**src/rtl/resv_pkg.sv**
```systemverilog
package resv_pkg;
  parameter int SLOT_W = 8;
  parameter int PORT_W = 3;
  parameter int HOP_W  = 4;

  typedef enum logic [1:0] {
    PK_SETUP = 2'd0,
    PK_TDUP  = 2'd1,
    PK_TDDN  = 2'd2,
    PK_ACK   = 2'd3
  } pk_kind_e;

  typedef struct packed {
    pk_kind_e            kind;
    logic [SLOT_W-1:0]   slot;
    logic [PORT_W-1:0]   iport;
    logic [PORT_W-1:0]   oport;
    logic [HOP_W-1:0]    left;
    logic [HOP_W-1:0]    done;
  } ctl_pkt_t;

  function automatic logic [SLOT_W-1:0] slot_next(input logic [SLOT_W-1:0] s,
                                                  input int unsigned lim);
    if (32'(s) + 32'd1 >= lim) return '0;
    return s + SLOT_W'(1);
  endfunction

  function automatic logic [SLOT_W-1:0] slot_prev(input logic [SLOT_W-1:0] s,
                                                  input int unsigned lim);
    if (s == '0) return SLOT_W'(lim - 32'd1);
    return s - SLOT_W'(1);
  endfunction
endpackage

```
**src/rtl/slot_table.sv**
```systemverilog
module slot_table import resv_pkg::*; #(
  parameter int SLOTS = 16,
  parameter int PORTS = 5
) (
  input  logic              clk,
  input  logic              rst_n,
  input  logic [SLOT_W-1:0] rd_slot,
  input  logic [PORT_W-1:0] rd_port,
  output logic              rd_busy,
  output logic [PORT_W-1:0] rd_owner,
  input  logic              wr_en,
  input  logic              wr_set,
  input  logic [PORT_W-1:0] wr_owner
);
  logic              busy_q [SLOTS][PORTS];
  logic [PORT_W-1:0] own_q  [SLOTS][PORTS];

  // read port: compare-select, out-of-range ports read as empty
  always_comb begin
    rd_busy  = 1'b0;
    rd_owner = '0;
    for (int s = 0; s < SLOTS; s++) begin
      for (int p = 0; p < PORTS; p++) begin
        if (rd_slot == SLOT_W'(s) && rd_port == PORT_W'(p)) begin
          rd_busy  = busy_q[s][p];
          rd_owner = own_q[s][p];
        end
      end
    end
  end

  // write goes to the entry currently addressed by the read port
  always_ff @(posedge clk or negedge rst_n) begin
    if (!rst_n) begin
      for (int s = 0; s < SLOTS; s++)
        for (int p = 0; p < PORTS; p++)
          busy_q[s][p] <= 1'b0;
    end else if (wr_en) begin
      for (int s = 0; s < SLOTS; s++)
        for (int p = 0; p < PORTS; p++)
          if (rd_slot == SLOT_W'(s) && rd_port == PORT_W'(p))
            busy_q[s][p] <= wr_set;
    end
  end

  always_ff @(posedge clk) begin
    if (wr_en && wr_set) begin
      for (int s = 0; s < SLOTS; s++)
        for (int p = 0; p < PORTS; p++)
          if (rd_slot == SLOT_W'(s) && rd_port == PORT_W'(p))
            own_q[s][p] <= wr_owner;
    end
  end
endmodule

```
**src/rtl/resv_decide.sv**
```systemverilog
module resv_decide import resv_pkg::*; #(
  parameter int SLOTS = 16
) (
  input  ctl_pkt_t          pkt,
  input  logic              busy,
  input  logic [PORT_W-1:0] owner,
  output logic              wr_en,
  output logic              wr_set,
  output logic              emit,
  output ctl_pkt_t          opkt
);
  logic owned;
  assign owned = busy && (owner == pkt.iport);

  always_comb begin
    wr_en  = 1'b0;
    wr_set = 1'b0;
    emit   = 1'b0;
    opkt   = pkt;
    unique case (pkt.kind)
      PK_SETUP: begin
        emit = 1'b1;
        if (pkt.left == '0) begin
          opkt.kind = PK_ACK;
          opkt.left = pkt.done;
          opkt.done = '0;
        end else if (!busy) begin
          wr_en     = 1'b1;
          wr_set    = 1'b1;
          opkt.slot = slot_next(pkt.slot, SLOTS);
          opkt.left = pkt.left - HOP_W'(1);
          opkt.done = pkt.done + HOP_W'(1);
        end else begin
          opkt.kind = PK_TDUP;
          opkt.slot = slot_prev(pkt.slot, SLOTS);
          opkt.left = pkt.done;
          opkt.done = '0;
        end
      end
      PK_TDUP, PK_TDDN: begin
        wr_en     = owned;
        emit      = (pkt.left != '0);
        opkt.slot = (pkt.kind == PK_TDUP) ? slot_prev(pkt.slot, SLOTS)
                                          : slot_next(pkt.slot, SLOTS);
        opkt.left = pkt.left - HOP_W'(1);
        opkt.done = pkt.done + HOP_W'(1);
      end
      default: begin
        emit      = (pkt.left != '0);
        opkt.left = pkt.left - HOP_W'(1);
        opkt.done = pkt.done + HOP_W'(1);
      end
    endcase
  end
endmodule

```
**src/rtl/resv_agent.sv**
```systemverilog
module resv_agent import resv_pkg::*; #(
  parameter int SLOTS = 16,
  parameter int PORTS = 5
) (
  input  logic              clk,
  input  logic              rst_n,
  input  logic              in_valid,
  output logic              in_ready,
  input  logic [1:0]        in_kind,
  input  logic [SLOT_W-1:0] in_slot,
  input  logic [PORT_W-1:0] in_iport,
  input  logic [PORT_W-1:0] in_oport,
  input  logic [HOP_W-1:0]  in_left,
  input  logic [HOP_W-1:0]  in_done,
  output logic              out_valid,
  output logic [1:0]        out_kind,
  output logic [SLOT_W-1:0] out_slot,
  output logic [PORT_W-1:0] out_iport,
  output logic [PORT_W-1:0] out_oport,
  output logic [HOP_W-1:0]  out_left,
  output logic [HOP_W-1:0]  out_done
);
  typedef enum logic {ST_IDLE, ST_EXEC} st_e;

  logic [1:0]        sync_q;
  logic              rst_sync_n;
  st_e               state_q, state_d;
  ctl_pkt_t          pkt_q, out_q, dec_pkt;
  logic              accept, exec;
  logic              tbl_busy, dec_wr, dec_set, dec_emit, out_valid_q;
  logic [PORT_W-1:0] tbl_owner;

  always_ff @(posedge clk or negedge rst_n) begin
    if (!rst_n) sync_q <= 2'b00;
    else        sync_q <= {sync_q[0], 1'b1};
  end
  assign rst_sync_n = sync_q[1];

  assign in_ready = (state_q == ST_IDLE);
  assign accept   = in_valid && in_ready;
  assign exec     = (state_q == ST_EXEC);

  always_comb begin
    state_d = state_q;
    unique case (state_q)
      ST_IDLE: if (in_valid) state_d = ST_EXEC;
      default: state_d = ST_IDLE;
    endcase
  end

  always_ff @(posedge clk or negedge rst_sync_n) begin
    if (!rst_sync_n) begin
      state_q     <= ST_IDLE;
      out_valid_q <= 1'b0;
    end else begin
      state_q     <= state_d;
      out_valid_q <= exec && dec_emit;
    end
  end

  always_ff @(posedge clk) begin
    if (accept) begin
      pkt_q.kind  <= pk_kind_e'(in_kind);
      pkt_q.slot  <= in_slot;
      pkt_q.iport <= in_iport;
      pkt_q.oport <= in_oport;
      pkt_q.left  <= in_left;
      pkt_q.done  <= in_done;
    end
    if (exec && dec_emit) out_q <= dec_pkt;
  end

  slot_table #(.SLOTS(SLOTS), .PORTS(PORTS)) u_table (
    .clk      (clk),
    .rst_n    (rst_sync_n),
    .rd_slot  (pkt_q.slot),
    .rd_port  (pkt_q.oport),
    .rd_busy  (tbl_busy),
    .rd_owner (tbl_owner),
    .wr_en    (exec && dec_wr),
    .wr_set   (dec_set),
    .wr_owner (pkt_q.iport)
  );

  resv_decide #(.SLOTS(SLOTS)) u_decide (
    .pkt    (pkt_q),
    .busy   (tbl_busy),
    .owner  (tbl_owner),
    .wr_en  (dec_wr),
    .wr_set (dec_set),
    .emit   (dec_emit),
    .opkt   (dec_pkt)
  );

  assign out_valid = out_valid_q;
  assign out_kind  = out_q.kind;
  assign out_slot  = out_q.slot;
  assign out_iport = out_q.iport;
  assign out_oport = out_q.oport;
  assign out_left  = out_q.left;
  assign out_done  = out_q.done;
endmodule

```
**config.mk**
```make
export PLATFORM = sky130hd
export DESIGN_NAME = resv_agent
export DESIGN_NICKNAME = d
export VERILOG_FILES = /design/src/rtl/resv_pkg.sv /design/src/rtl/slot_table.sv /design/src/rtl/resv_decide.sv /design/src/rtl/resv_agent.sv
export SDC_FILE = /design/constraint.sdc
export NUM_CORES = 1
export LEC_CHECK = 0
export ABC_AREA = 1
export BUFFER_PORTS_ARGS = -buffer_cell sky130_fd_sc_hd__buf_2
export CAP_MARGIN = 20
export CORE_UTILIZATION = 35
export CTS_BUF_LIST = sky130_fd_sc_hd__clkbuf_4 sky130_fd_sc_hd__clkbuf_8 sky130_fd_sc_hd__clkbuf_16
export CTS_CLUSTER_SIZE = 8
export DETAILED_ROUTE_END_ITERATION = 6
export HOLD_SLACK_MARGIN = 0.05
export PLACE_DENSITY = 0.55
export RECOVER_POWER = 25
export REMOVE_ABC_BUFFERS = 1
export SETUP_SLACK_MARGIN = 0.1
export SYNTH_ARGS = -nofsm -noshare
export SYNTH_HDL_FRONTEND = slang
export SYNTH_SLANG_ARGS = --single-unit
```
**constraint.sdc**
```tcl
create_clock -name clk -period 4.1 [get_ports clk]
set_input_delay 0.205 -clock clk [delete_from_list [all_inputs] [get_ports clk]]
set_output_delay 0.205 -clock clk [all_outputs]
set_load 0.03 [all_outputs]
```
==> Word-level counts from Yosys, hierarchy flattened <==
Memory sizes are Yosys's and may differ from the RTL's.
Index checks and enable logic that the tools add are counted.
{ "totals": {"ff_bits": 132, "ramBits": 240, "inputBits": 27, "out_inout_bits": 26, "elab_cells": 789, "mem_count": 1} }
{ "mem_list": {"columns": ["name", "depth", "word_bits", "rd", "rd_clocked_by_memory_dff", "wr", "line_no", "source"], "rows": [
  ["u_table.own_q", 16, 15, 16, 0, 1, "slot_table.sv:16", "logic [PORT_W-1:0] own_q [SLOTS][PORTS];"]
]} }
{ "op_classes": {"addsub": 5, "magnitude_cmp": 1, "eq_ne": 22, "muxes": 478, "bitwise": 1, "n_reduce_logical": 186} }
{ "op_table": {"columns": ["op", "count"], "rows": [
  ["$mux W1", 336],
  ["$mux W3", 80],
  ["$mux W15", 15],
  ["$reduce_or A15 Y1", 15],
  ["$reduce_and A2 Y1", 80],
  ["$mux W8", 12],
  ["$logic_and A1 B1 Y1", 85],
  ["$mux W5", 15],
  ["$eq A8 B4 Y1 const B", 8],
  ["$mux W4", 15],
  ["$eq A8 B3 Y1 const B", 4],
  ["$ge A32 B5 Y1 const B", 1],
  ["$eq A8 B2 Y1 const B", 2],
  ["$pmux W8 S2", 1],
  ["$add A8 B1 Y9 const B", 1],
  ["$add A8 B1 Y8 const B", 1],
  ["$eq A8 B1 Y1 const B", 1],
  ["$logic_not A8 Y1", 1],
  ["$sub A8 B1 Y8 const B", 1],
  ["$eq A3 B2 Y1 const B", 2],
  ["$mux W2", 3],
  ["$add A4 B1 Y4 const B", 1],
  ["$logic_not A4 Y1", 1],
  ["$reduce_bool A4 Y1", 1],
  ["11 further kinds", 11]
]} }

==> Longest topological paths before layout <==
{ "logic_depth": {"depth_word": 105, "depth_mapped": 101, "mapped_depth_nobuf": 100} }

==> Hierarchy <==
From an unflattened synthesis, not the netlist that was laid out.
{ "unflattened": {"hier_cells": 1729, "area_unflattened_um2": 16666.0} }
{ "modules_own_cells": {"columns": ["module", "instances", "cells_each", "area_each_um2", "seq_area_each_um2"], "rows": [
  ["slot_table", 1, 1517, 14231.1, 9208.8],
  ["resv_agent", 1, 60, 1571.5, 1541.5],
  ["resv_decide", 1, 152, 863.3, 0.0]
]} }

==> Worst setup path after synthesis <==
OpenSTA, ideal clock, no wires.
{ "synth_path": {"path_type": "reg-to-reg", "from": "reg pkt_q[14] in the netlist's numbering", "to": "mem u_table.own_q[15][0] in the netlist's numbering (enable)", "setup_time_ns": 0.300, "t_arrival_ns": 5.830, "required_time_ns": 3.800, "path_slack_ns": -2.029, "path_stages_with_launch": 93, "n_path_buf": 2, "synth_period_minus_slack_ns": 6.129, "cell_sequence": "edfxtp_1 > inv_1 > ha_1 > nand2_1 > nor2_4 > nand2_2 > o21ai_0 > o21bai_2 > nand2_1 > nand2_1 > nand2_1 > nand2_1 > nand2_1 > nand2_1 > nand2_1 > nand2_1 > nand2_1 > nand2_1 > [57 not listed] > nand2_1 > nand2_1 > nand2_1 > nand2_1 > nand2_1 > nand2_1 > nand2_1 > nand2_1 > nand2_1 > nand2_1 > nand2_1 > nand2_2 > a21oi_4 > nor3_2 > buf_2 > buf_2 > nand4_1 > inv_1"} }
{ "synth_via": {"elab_chain_len": 105, "elab_cells_between_ends": 537, "cone_classes": "16 x eq/ne; 422 x mux; 99 x reduce/logical"} }
{ "synth_lines": {"columns": ["element", "line_no", "source"], "rows": [
  ["start, declared", "resv_agent.sv:28", "ctl_pkt_t pkt_q, out_q, dec_pkt;"],
  ["$logic_not A8 Y1", "slot_table.sv:24, slot_table.sv:50", null],
  ["$logic_and A1 B1 Y1", "slot_table.sv:24", "if (rd_slot == SLOT_W'(s) && rd_port == PORT_W'(p)) begin"],
  ["$mux W3 or $mux W1 (tied branches) (80 in series)", "slot_table.sv:24", null],
  ["$eq A3 B3 Y1 or $mux W1 (tied branches)", "resv_decide.sv:13, resv_decide.sv:27", null],
  ["$logic_and A1 B1 Y1 or $mux W1 (tied branches)", "resv_decide.sv:13, resv_decide.sv:23", null],
  ["$pmux W1 S2", "resv_decide.sv:20", "unique case (pkt.kind)"],
  ["$logic_and A1 B1 Y1", "resv_agent.sv:80", ".wr_en (exec && dec_wr),"],
  ["$logic_and A1 B1 Y1", "slot_table.sv:47", "if (wr_en && wr_set) begin"],
  ["$mux W1", "slot_table.sv:47", null],
  ["$mux W1 (implied by the code)", "slot_table.sv:51", "own_q[s][p] <= wr_owner;"],
  ["$reduce_or A15 Y1 (no line)", null, null],
  ["$mux W4 (no line) or $mux W5 (tied branches) (15 in series)", null, null],
  ["end, declared", "slot_table.sv:16", null]
]} }
Parallel ways exist; a longest one is shown, timed or not.

==> Worst setup path after layout <==
{ "layout_path": {"from": "reg pkt_q[15] in the netlist's numbering", "to": "reg u_table.busy_q[64] in the netlist's numbering"} }
{ "layout_via": {"elab_chain_len": 87, "elab_cells_between_ends": 264, "cone_classes": "16 x eq/ne; 164 x mux; 84 x reduce/logical"} }
{ "layout_lines": {"columns": ["element", "line_no", "source"], "rows": [
  ["$logic_not A8 Y1", "slot_table.sv:24", null],
  ["$logic_and A1 B1 Y1", "slot_table.sv:24", null],
  ["$mux W3 or $mux W1 (tied branches) (80 in series)", "slot_table.sv:24", null],
  ["$eq A3 B3 Y1 or $mux W1 (tied branches)", "resv_decide.sv:13, resv_decide.sv:27", null],
  ["$logic_and A1 B1 Y1 or $mux W1 (tied branches)", "resv_decide.sv:13, resv_decide.sv:23", null],
  ["$pmux W1 S2", "resv_decide.sv:20", null],
  ["$logic_and A1 B1 Y1", "resv_agent.sv:80", null],
  ["$reduce_and A2 Y1 (no line)", null, null],
  ["end signal, assigned by index", "slot_table.sv:42", "busy_q[s][p] <= wr_set;"],
  ["end, declared", "slot_table.sv:15", "logic busy_q [SLOTS][PORTS];"]
]} }
Parallel ways exist; a longest one is shown, timed or not.
A chain may end at the register's enable or synchronous reset.

==> flow_summary.yaml <==
outcome:
  status: "finished with violations"
  violations: "max-capacitance violations, max-slew violations, negative setup slack"
global_route:
  grt_max_degree: 82
  track_usage_pct: 19.72
  grt_antenna_before_repair: 0
  grt_overflow: 0
  grt_pass1_vias: 15600
  grt_pass1_wl_um: 83670
floorplan:
  io_pins: 53
  core_sq_um: 52660
  die_area_sq_um: 54430
  start_util_pct: 35.56
  rows: 84
  die_h_um: 233.3
  die_x_um: 233.3
sta:
  fin_crit_sh_pct: 191.8
  whs_ns: 0.08841
  maxSlewViolCount: 93
  hold_viol_final: 0
  max_slew.worst_pin.slew_ns: 2.112
  fin_crit_ns: 7.866
  clock.fmax_mhz: 127.1
  grt_setup_unrepaired: "true"
  slew_headroom_pct: -40.78
  setup-violations-final: 338
  skew_ns: 0.02628
  setup_slack_ns: -3.766
yosys:
  syn_avg_cell_area_sq_um: 8.878
  async_flop_share_pct: 22.58
  syn-instance-count: 2109
  synth_area_leaders: "edfxtp_1 46%, nand2_1 14%, dfrtp_1 11%"
  syn_area_sq_um: 18720
  synth-warning-count: 0
  yosysUniqueCellTypes: 45
  synth_top_flop_cell: "edfxtp_1"
  yosysTopAreaCellShare_pct: 46.19
  ys_seq_area_share_pct: 57.41
  ys_top_cells_by_count: "708 x nand2_1, 349 x inv_1, 288 x edfxtp_1"
  synth_edf_count: 288
  yosysMostFrequentCell: "nand2_1"
  yosys_register_bits: 372
  yosysTopAreaCell: "edfxtp_1"
clocking:
  htreeDepth: 2
  cts_tree: "built"
  numCtsBuffers: 52
  cts-root-buf: "clkbuf_16"
  clockBufferDepth: 3
  clock-sinks: 372
  path_clk_slew_ns: 0.06
  clock_latency_ns: 0.60
pwr:
  vdd_drop_max_uv: 267.0
  power_leakage_uw: 0.01109
  p_per_area_nw_per_um2: 364.0
route:
  drt_iter0_drc: 1129
  vias: 15590
  drtPass1Iterations: 5
  vias_per_cell: 4.808
  drt-total-wl_um: 53120
  drcViolationCount: 0
  final_antenna_net_count: 0
  wl_per_cell_um: 16.38
placed_design:
  io_buffers: 52
  dp_worst_setup_slack_ns: -3.720
  dp_hpwl_um: 32320
  gp_congestion: 0.8718
worst_setup_path:
  crit_slowest_cell: "edfxtp_1"
  crit_path_frequent_cell: "nand2_1"
  cp_max_fo: 11
  worst_setup_path_start_kind: "flip-flop"
  critPathRequiredTime_ns: 4.58
  max_stage_delay_ns: 0.42
  path_class: "reg2reg"
  cp.arrival_ns: 8.34
  worst_setup_path_end_kind: "flip-flop"
finish:
  seq_area_sq_um: 10750
  antenna_cells: 0
  nNetsFinal: 2550
  fillers: 4916
  layout-drive-gt1-share_pct: 29.16
  synthToLayoutAreaGrowth_pct: 32.38
  final_core_util_pct: 47.07
  multi_input_area_sq_um: 6648
min_path:
  hp-class: "in2reg"
run:
  maxCapViolCount: 3
## cell families (layout without fill, tap and decap cells)
| family | after synthesis | count (layout) | share of synthesized area [%] |
|---|---|---|---|
| compound gates | 135 | 135 | 3.949 |
| fa+ha+maj | 10 | 10 | 0.6682 |
| other cells | 1 | 1 | 0.02003 |
| flops | 372 | 372 | 57.41 |
| buf+inv | 412 | 858 | 8.914 |
| simple gates | 1174 | 1174 | 28.80 |
| xor+xnor | 5 | 5 | 0.2339 |
## critical path: cells and delay by family, from the launching register on
family	cells	cell delay, ns
simple gates	91	6.01
flops	1	0.42
buf+inv	6	0.79
compound gates	2	0.30
fa+ha+maj	1	0.17
## area by class of cell
class	count	share of cell area, %
clock buffer	93	6.562
clock inverter	3	0.09086
inverter	360	5.472
multi-input combinational	1325	26.82
sequential	372	43.38
tap	688	3.473
timing repair buffer	402	14.20
## registers in the layout, summed over array words and instances, names as in the netlist, 3 cells and up
register        flops
out_done            4
out_iport           3
out_left            4
out_oport           3
out_slot            8
pkt_q              24
u_table.busy_q     80
u_table.own_q     240
## repair_timing
action	4_1_cts	5_1_grt
pin swaps	31	62
cloned	6	6
setup endpoints to repair	338	338
hold endpoints to repair	26	0
hold buffers	26	0
buffers inserted	34	15
resized for setup	130	71
## per-layer routing
metal	global-route usage [%]	up-vias	wire, um
met5	0	-	0
li1	-	7616	-
met3	2.319	100	2424
met1	26.00	7506	23720
met4	7.047	0	1499
met2	33.29	369	25480
## path summary, 6_finish.rpt
check / startpoint / to / slack [ns] / depth (start not counted)
max in group asynchronous: sync_q[1] / u_table.busy_q[28] / 1.82 / 1
setup / recovery: pkt_q[15] / u_table.busy_q[64] / -3.77 / 100
setup reg to reg: pkt_q[15] / u_table.busy_q[64] / -3.77 / 100
min in group asynchronous: rst_n / sync_q[0] / 0.47 / 3
hold / removal: in_valid / pkt_q[0] / 0.09 / 3
hold reg to reg: sync_q[0] / sync_q[1] / 0.36 / 0
## metrics by stage
stage	cells	TNS (ns)	cell area, sq um	power, uW
2_1_floorplan	2057	-1397.09	18410	4437
3_3_place_gp	3061	-1199.76	21660	4686
5_1_grt	3243	-1481.45	24790	9274
6_report	3243	-1221.12	24790	9023
4_1_cts	3223	-1184.40	24320	9073
3_5_place_dp	3061	-1220.88	21660	4689
## placed cells by master (no fill, tap or decap), drive strengths merged
master / synthesis / final
nand3b: 4 / 4
edfxtp: 288 / 288
nor4: 2 / 2
o21bai: 2 / 2
a21oi: 33 / 33
dlygate4sd3: 0 / 26
inv: 358 / 360
nor3: 13 / 13
nand2: 714 / 714
clkinv: 2 / 3
nand4: 75 / 75
o21ai: 80 / 80
nor4b: 1 / 1
nor2: 170 / 170
bufbuf: 0 / 1
o211ai: 11 / 11
ha: 10 / 10
xnor2: 3 / 3
dfrtp: 84 / 84
nand3: 153 / 153
buf: 31 / 366
or2: 40 / 40
conb: 1 / 1
a211oi: 2 / 2
a31oi: 5 / 5
clkbuf: 21 / 102
a22oi: 1 / 1
nor3b: 2 / 2
o31ai: 1 / 1
xor2: 2 / 2
## power breakdown
group	internal, uW	switching, uW	leakage [uW]
sequential	4120	39.7	0.00378
combinational	202	373	0.00646
clock	2670	1620	0.000850
total	6990	2040	0.0111
(Power assumes the default switching activity.)
